[src/rtl/cdiv_pkg.sv]
package cdiv_pkg;
  localparam int DW    = 32;
  localparam int PW    = 2 * DW;
  localparam int SEL_W = 3;
  localparam int SHW   = 3;

  typedef struct packed {
    logic [DW-1:0]  magic;
    logic [DW-1:0]  divisor;
    logic [SHW-1:0] shift;
    logic           bypass;   // power of two: no multiply
    logic           known;    // select code is assigned
  } coef_t;

  function automatic coef_t coef_of(input logic [SEL_W-1:0] code);
    coef_t c;
    c = '0;
    c.known = 1'b1;
    case (code)
      3'd0: begin c.magic = 32'hAAAA_AAAB; c.divisor = 32'd3;    c.shift = 3'd1; end
      3'd1: begin c.magic = 32'hCCCC_CCCD; c.divisor = 32'd5;    c.shift = 3'd2; end
      3'd2: begin c.magic = 32'hCCCC_CCCD; c.divisor = 32'd10;   c.shift = 3'd3; end
      3'd3: begin c.magic = 32'h51EB_851F; c.divisor = 32'd100;  c.shift = 3'd5; end
      3'd4: begin c.magic = 32'h1062_4DD3; c.divisor = 32'd125;  c.shift = 3'd3; end
      3'd5: begin c.magic = 32'h1062_4DD3; c.divisor = 32'd1000; c.shift = 3'd6; end
      3'd6: begin c.divisor = 32'd8; c.shift = 3'd3; c.bypass = 1'b1; end
      default: c.known = 1'b0;
    endcase
    return c;
  endfunction
endpackage

[src/rtl/cdiv_coef_lookup.sv]
module cdiv_coef_lookup
  import cdiv_pkg::*;
(
  input  logic [SEL_W-1:0] sel,
  output coef_t            coef
);
  always_comb coef = coef_of(sel);
endmodule

[src/rtl/cdiv_product_stage.sv]
module cdiv_product_stage
  import cdiv_pkg::*;
(
  input  logic           clk,
  input  logic           rst,
  input  logic           a_valid,
  input  logic [DW-1:0]  a_x,
  input  coef_t          a_coef,
  output logic           p_valid,
  output logic [DW-1:0]  p_x,
  output logic [DW-1:0]  p_hi,
  output logic [DW-1:0]  p_divisor,
  output logic [SHW-1:0] p_shift,
  output logic           p_bypass,
  output logic           p_known
);
  logic [PW-1:0] prod;

  always_comb prod = {{DW{1'b0}}, a_x} * {{DW{1'b0}}, a_coef.magic};

  always_ff @(posedge clk) begin
    if (rst) begin
      p_valid   <= 1'b0;
      p_x       <= '0;
      p_hi      <= '0;
      p_divisor <= '0;
      p_shift   <= '0;
      p_bypass  <= 1'b0;
      p_known   <= 1'b0;
    end else begin
      p_valid   <= a_valid;
      p_x       <= a_x;
      p_hi      <= prod[PW-1:DW];
      p_divisor <= a_coef.divisor;
      p_shift   <= a_coef.shift;
      p_bypass  <= a_coef.bypass;
      p_known   <= a_coef.known;
    end
  end

  // The high word never exceeds the dividend, since every coefficient is below 2^32
  AST_HI_BOUND: assert property (@(posedge clk) disable iff (rst)
    p_valid && !p_bypass |-> p_hi <= p_x);
endmodule

[src/rtl/cdiv_finish_stage.sv]
module cdiv_finish_stage
  import cdiv_pkg::*;
(
  input  logic           clk,
  input  logic           rst,
  input  logic           p_valid,
  input  logic [DW-1:0]  p_x,
  input  logic [DW-1:0]  p_hi,
  input  logic [DW-1:0]  p_divisor,
  input  logic [SHW-1:0] p_shift,
  input  logic           p_bypass,
  input  logic           p_known,
  output logic           o_valid,
  output logic [DW-1:0]  o_quot,
  output logic [DW-1:0]  o_rem,
  output logic           o_err
);
  logic [DW-1:0] q_src, q_nxt, r_nxt, o_div;

  generate
    if (DW > 0) begin : g_quot
      always_comb begin
        q_src = p_bypass ? p_x : p_hi;
        q_nxt = p_known ? (q_src >> p_shift) : '0;
        r_nxt = p_known ? (p_x - p_divisor * q_nxt) : '0;
      end
    end
  endgenerate

  always_ff @(posedge clk) begin
    if (rst) begin
      o_valid <= 1'b0;
      o_quot  <= '0;
      o_rem   <= '0;
      o_err   <= 1'b0;
      o_div   <= '0;
    end else begin
      o_valid <= p_valid;
      if (p_valid) begin
        o_quot <= q_nxt;
        o_rem  <= r_nxt;
        o_err  <= ~p_known;
        o_div  <= p_divisor;
      end
    end
  end

  AST_REM_BELOW_DIV: assert property (@(posedge clk) disable iff (rst)
    o_valid && !o_err |-> o_rem < o_div);
  AST_RECOMBINE: assert property (@(posedge clk) disable iff (rst)
    o_valid && !o_err |->
      (64'(o_quot) * 64'(o_div) + 64'(o_rem)) == 64'($past(p_x)));
  AST_BAD_SEL_ZERO: assert property (@(posedge clk) disable iff (rst)
    o_valid && o_err |-> (o_quot == '0) && (o_rem == '0));
  AST_HOLD_IDLE: assert property (@(posedge clk) disable iff (rst)
    !o_valid && !$past(rst) |-> $stable(o_quot) && $stable(o_rem) && $stable(o_err));
endmodule

[src/rtl/cdiv_const_divider.sv]
module cdiv_const_divider
  import cdiv_pkg::*;
(
  input  logic             clk,
  input  logic             rst,
  input  logic             in_valid,
  input  logic [SEL_W-1:0] in_sel,
  input  logic [DW-1:0]    in_dividend,
  output logic             out_valid,
  output logic [DW-1:0]    out_quot,
  output logic [DW-1:0]    out_rem,
  output logic             out_err
);
  logic             a_valid;
  logic [SEL_W-1:0] a_sel;
  logic [DW-1:0]    a_x;
  coef_t            a_coef;

  logic             p_valid, p_bypass, p_known;
  logic [DW-1:0]    p_x, p_hi, p_divisor;
  logic [SHW-1:0]   p_shift;

  logic [1:0]       warm_cnt;

  always_ff @(posedge clk) begin
    if (rst) begin
      a_valid <= 1'b0;
      a_sel   <= '0;
      a_x     <= '0;
    end else begin
      a_valid <= in_valid;
      a_sel   <= in_sel;
      a_x     <= in_dividend;
    end
  end

  cdiv_coef_lookup u_lookup (.sel(a_sel), .coef(a_coef));

  cdiv_product_stage u_prod (
    .clk(clk), .rst(rst), .a_valid(a_valid), .a_x(a_x), .a_coef(a_coef),
    .p_valid(p_valid), .p_x(p_x), .p_hi(p_hi), .p_divisor(p_divisor),
    .p_shift(p_shift), .p_bypass(p_bypass), .p_known(p_known)
  );

  cdiv_finish_stage u_fin (
    .clk(clk), .rst(rst), .p_valid(p_valid), .p_x(p_x), .p_hi(p_hi),
    .p_divisor(p_divisor), .p_shift(p_shift), .p_bypass(p_bypass),
    .p_known(p_known), .o_valid(out_valid), .o_quot(out_quot),
    .o_rem(out_rem), .o_err(out_err)
  );

  always_ff @(posedge clk) begin
    if (rst) warm_cnt <= '0;
    else if (warm_cnt != 2'd3) warm_cnt <= warm_cnt + 2'd1;
  end

  AST_LATENCY: assert property (@(posedge clk) disable iff (rst)
    warm_cnt == 2'd3 |-> out_valid == $past(in_valid, 3));
  AST_RESET_CLEAR: assert property (@(posedge clk)
    $past(rst) |-> !out_valid && !out_err && out_quot == '0 && out_rem == '0);
endmodule

[config.mk]
export PLATFORM = sky130hd
export DESIGN_NAME = cdiv_const_divider
export DESIGN_NICKNAME = d
export VERILOG_FILES = /design/src/rtl/cdiv_pkg.sv /design/src/rtl/cdiv_coef_lookup.sv /design/src/rtl/cdiv_product_stage.sv /design/src/rtl/cdiv_finish_stage.sv /design/src/rtl/cdiv_const_divider.sv
export SDC_FILE = /design/constraint.sdc
export NUM_CORES = 2
export LEC_CHECK = 0
export ABC_CLOCK_PERIOD_IN_PS = 18200
export CAP_MARGIN = 20
export CORE_MARGIN = 4
export CORE_UTILIZATION = 50
export DETAILED_ROUTE_END_ITERATION = 12
export PLACE_DENSITY = 0.66
export SYNTH_ARGS = -nofsm -noshare
export SYNTH_HDL_FRONTEND = slang
export SYNTH_SLANG_ARGS = --single-unit
[constraint.sdc]
create_clock -name clk -period 18.2 [get_ports clk]
set_input_delay 4.55 -clock clk [delete_from_list [all_inputs] [get_ports clk]]
set_output_delay 4.55 -clock clk [all_outputs]
set_load 0.1 [all_outputs]
==> metrics <==
Crit path required time 18.53 ns; Rows 111; nets@finish 6547; final core utilization 53.72%; register area 3588 sq um; CP top delay family adder cells; Crit path top cell by count fa_1; H-tree depth 4; Worst R2R End u_prod.p_hi[31]$_SDFF_PP0_; placed instance area 48760 sq um; # IOs 104; WP buf/inv 10; wire per inst 24.40 um; # clock sinks 179; all-layer global routing usage 31.78%; cells on worst reg2reg path 31; clock root cell clkbuf_16; CTS Buf Count 17; main combinational cell family by area after synthesis adder cells; worst skew pair latency 0.47 ns; largest net degree at the start of global routing 92; critical path arrival 9.97 ns; layout cell share with drive strength beyond 1 3.054%; initial antenna violation count 3; Max-Slew Margin vs Limit 24.86%; first-pass GRT wire length 230700 um; max incr delay on CP 0.60 ns; Critical path destination u_prod.p_hi[31]$_SDFF_PP0_; TritonCTS clock tree built; kind of end point of the critical path flop; Synth async-reset ratio 0%; die height 312.8 um; die area 97870 sq um; post-DP HPWL 133300 um; number of global-route vias before repair 36690; Net Count, Synth 6549; Seq cells post-synth 179; final setup fails 0; Total Wirelength 151800 um; DRT Pass-1 Iters 9; share of the synthesized area in the top cell type 44.55%; Yosys cell types 81; CTS Hold Bufs 0; Post-synth EDFFs 0; number of nets with antenna violations after routing 0; setup tns final 0 ns; mean area per synthesized cell 9.356 sq um; Hold Crit Class flop to flop; final hold violations 0; # Max-Cap Violations 0; core area 91940 sq um; CTS Buffer Depth 2; Post-CTS Setup Inserts 0; dpl cells 6188; mux cell area share after synthesis 3.132%; starting density of the core 50.53%; Startpoint Class flop; Fillers 8602; XOR/XNOR Fraction of Synth Area 1.969%; grt total ovfl 0; RSZ-0062 raised after global routing no; final critical-path required period 9.631 ns; top post-synthesis cells by count inv_1 (1450), fa_1 (1034), ha_1 (511); DRT iter0 DRCs 2763; Critical Path Source a_sel[2]$_SDFF_PP0_; Seq/Total Area, Yosys 7.713%; simple-gate share of the synthesized area 10.44%; top-count cell post-synth inv_1; Tcrit/Tclk final 52.92%; ys flop type dfxtp_1; yosys warns 0; status complete, no violations; compound-cell area share of the yosys netlist 5.222%; synthesized instance count 4966; Post-Syn Area 46460 sq um; Vias/cell 5.410; routability cong. 1.026; worst-path maximum fanout 38; PortBufs 103; area of the multi-input gates 36790 sq um; clk_skew 0.02034 ns; Setup Crit Path Kind flop to flop; cell type of the slowest stage on the worst timing path fa_1; Area contributors post-synth fa_1 (45%), ha_1 (14%), inv_1 (12%); clock-pin slew on the worst setup and hold paths 0.09 ns; CP Depth 31; DRC violation count after routing 0; pin slew with the least headroom to its limit 1.124 ns; area leader, netlist fa_1; FMAX 103.8 MHz; Slew Limit Fails 0; Die X 312.8 um; Reg-to-Reg Start a_sel[2]$_SDFF_PP0_; P&R area growth vs syn 6.293%; Synth Area in Adders 58.33%; Vias 33660; post-CTS resize count 0; post-route cell area 49390 sq um; r2r setup slk 8.57 ns; fin cells 6221
==> placed cells by master (no fill, tap or decap), types with 17 or more instances in the layout <==
cell / instances
dfxtp_1: 175
buf_4: 45
and2_1: 68
xor2_1: 26
and3_1: 87
ha_1: 511
nand2_1: 398
mux4_2: 43
fa_1: 1034
clkbuf_16: 17
nor2_1: 256
a21oi_1: 117
nor3_1: 26
inv_1: 1450
xnor2_1: 74
o21ai_1: 26
nand3_1: 37
nor2b_1: 82
a21o_1: 59
o21bai_1: 19
nand2b_1: 40
mux2i_1: 45
o21ai_0: 51
clkdlybuf4s50_1: 102
==> cell type report <==
class / instances / share of cell area (%)
Antenna cell: 1 / 0.005067
Clock buffer: 17 / 0.8614
Clock inverter: 15 / 0.3978
Inverter: 1455 / 11.06
Multi-Input combinational cell: 3163 / 74.49
Sequential cell: 179 / 7.266
Tap cell: 1243 / 3.149
Timing Repair Buffer: 148 / 2.774
==> per-stage QoR <==
| step | hold slack [ns] | setup WS (ns) |
|---|---|---|
| after floorplan | 0.4138 | 9.986 |
| after global placement | 0.4220 | 8.831 |
| after detailed placement | 0.4277 | 8.711 |
| after CTS | 0.4433 | 8.694 |
| after global routing | 0.4615 | 8.331 |
| final | 0.4417 | 8.569 |
==> worst register-to-register path: cells and delay by family, from the launching register on <==
family	cells	cell delay, ns
flip-flops	1	0.33
adder cells (fa/ha/maj)	9	4.53
buffers and inverters	10	1.69
AND/OR/NAND/NOR	5	0.75
XOR/XNOR	1	0.20
multiplexers	1	0.32
AO/OA/AOI/OAI	5	1.66
==> worst min path at each step <==
stage,start,endpoint,slack (ns),cells past startpoint
after floorplan,a_valid$_SDFF_PP0_,u_prod.p_valid$_SDFF_PP0_,0.41,1
after global placement,a_valid$_SDFF_PP0_,u_prod.p_valid$_SDFF_PP0_,0.42,1
after detailed placement,a_valid$_SDFF_PP0_,u_prod.p_valid$_SDFF_PP0_,0.43,1
after CTS,a_valid$_SDFF_PP0_,u_prod.p_valid$_SDFF_PP0_,0.44,1
after global routing,a_valid$_SDFF_PP0_,u_prod.p_valid$_SDFF_PP0_,0.46,1
final,a_valid$_SDFF_PP0_,u_prod.p_valid$_SDFF_PP0_,0.44,1
==> kinds of logic after synthesis <==
kind of cell	count (synthesis)
AO/OA/AOI/OAI	379
XOR/XNOR	102
adder cells (fa/ha/maj)	1546
buffers and inverters	1624
flip-flops	179
multiplexers	91
AND/OR/NAND/NOR	1045
==> sequential cells by signal (all words and copies together), names as in the netlist <==
| name | cells |
|---|---|
| a_x | 32 |
| u_fin.o_quot | 32 |
| u_fin.o_rem | 32 |
| u_prod.p_hi | 32 |
| u_prod.p_x | 32 |
| u_prod.p_divisor | 7 |
| a_sel | 3 |
| u_prod.p_shift | 3 |
| a_valid | 1 |
| u_fin.o_err | 1 |
| u_fin.o_valid | 1 |
| u_prod.p_bypass | 1 |
| u_prod.p_known | 1 |
| u_prod.p_valid | 1 |
==> layer usage <==
| metal | track usage, % | routed length, um | vias up |
|---|---|---|---|
| met3 | 7.048 | 13600 | 275 |
| li1 | - | - | 14770 |
| met1 | 41.67 | 60330 | 17120 |
| met5 | 0 | 13 | - |
| met4 | 10.88 | 6452 | 2 |
| met2 | 52.45 | 71370 | 1494 |
Power is not shown: default switching activity piles up to over one toggle a cycle in this logic, so the estimate is an artifact.
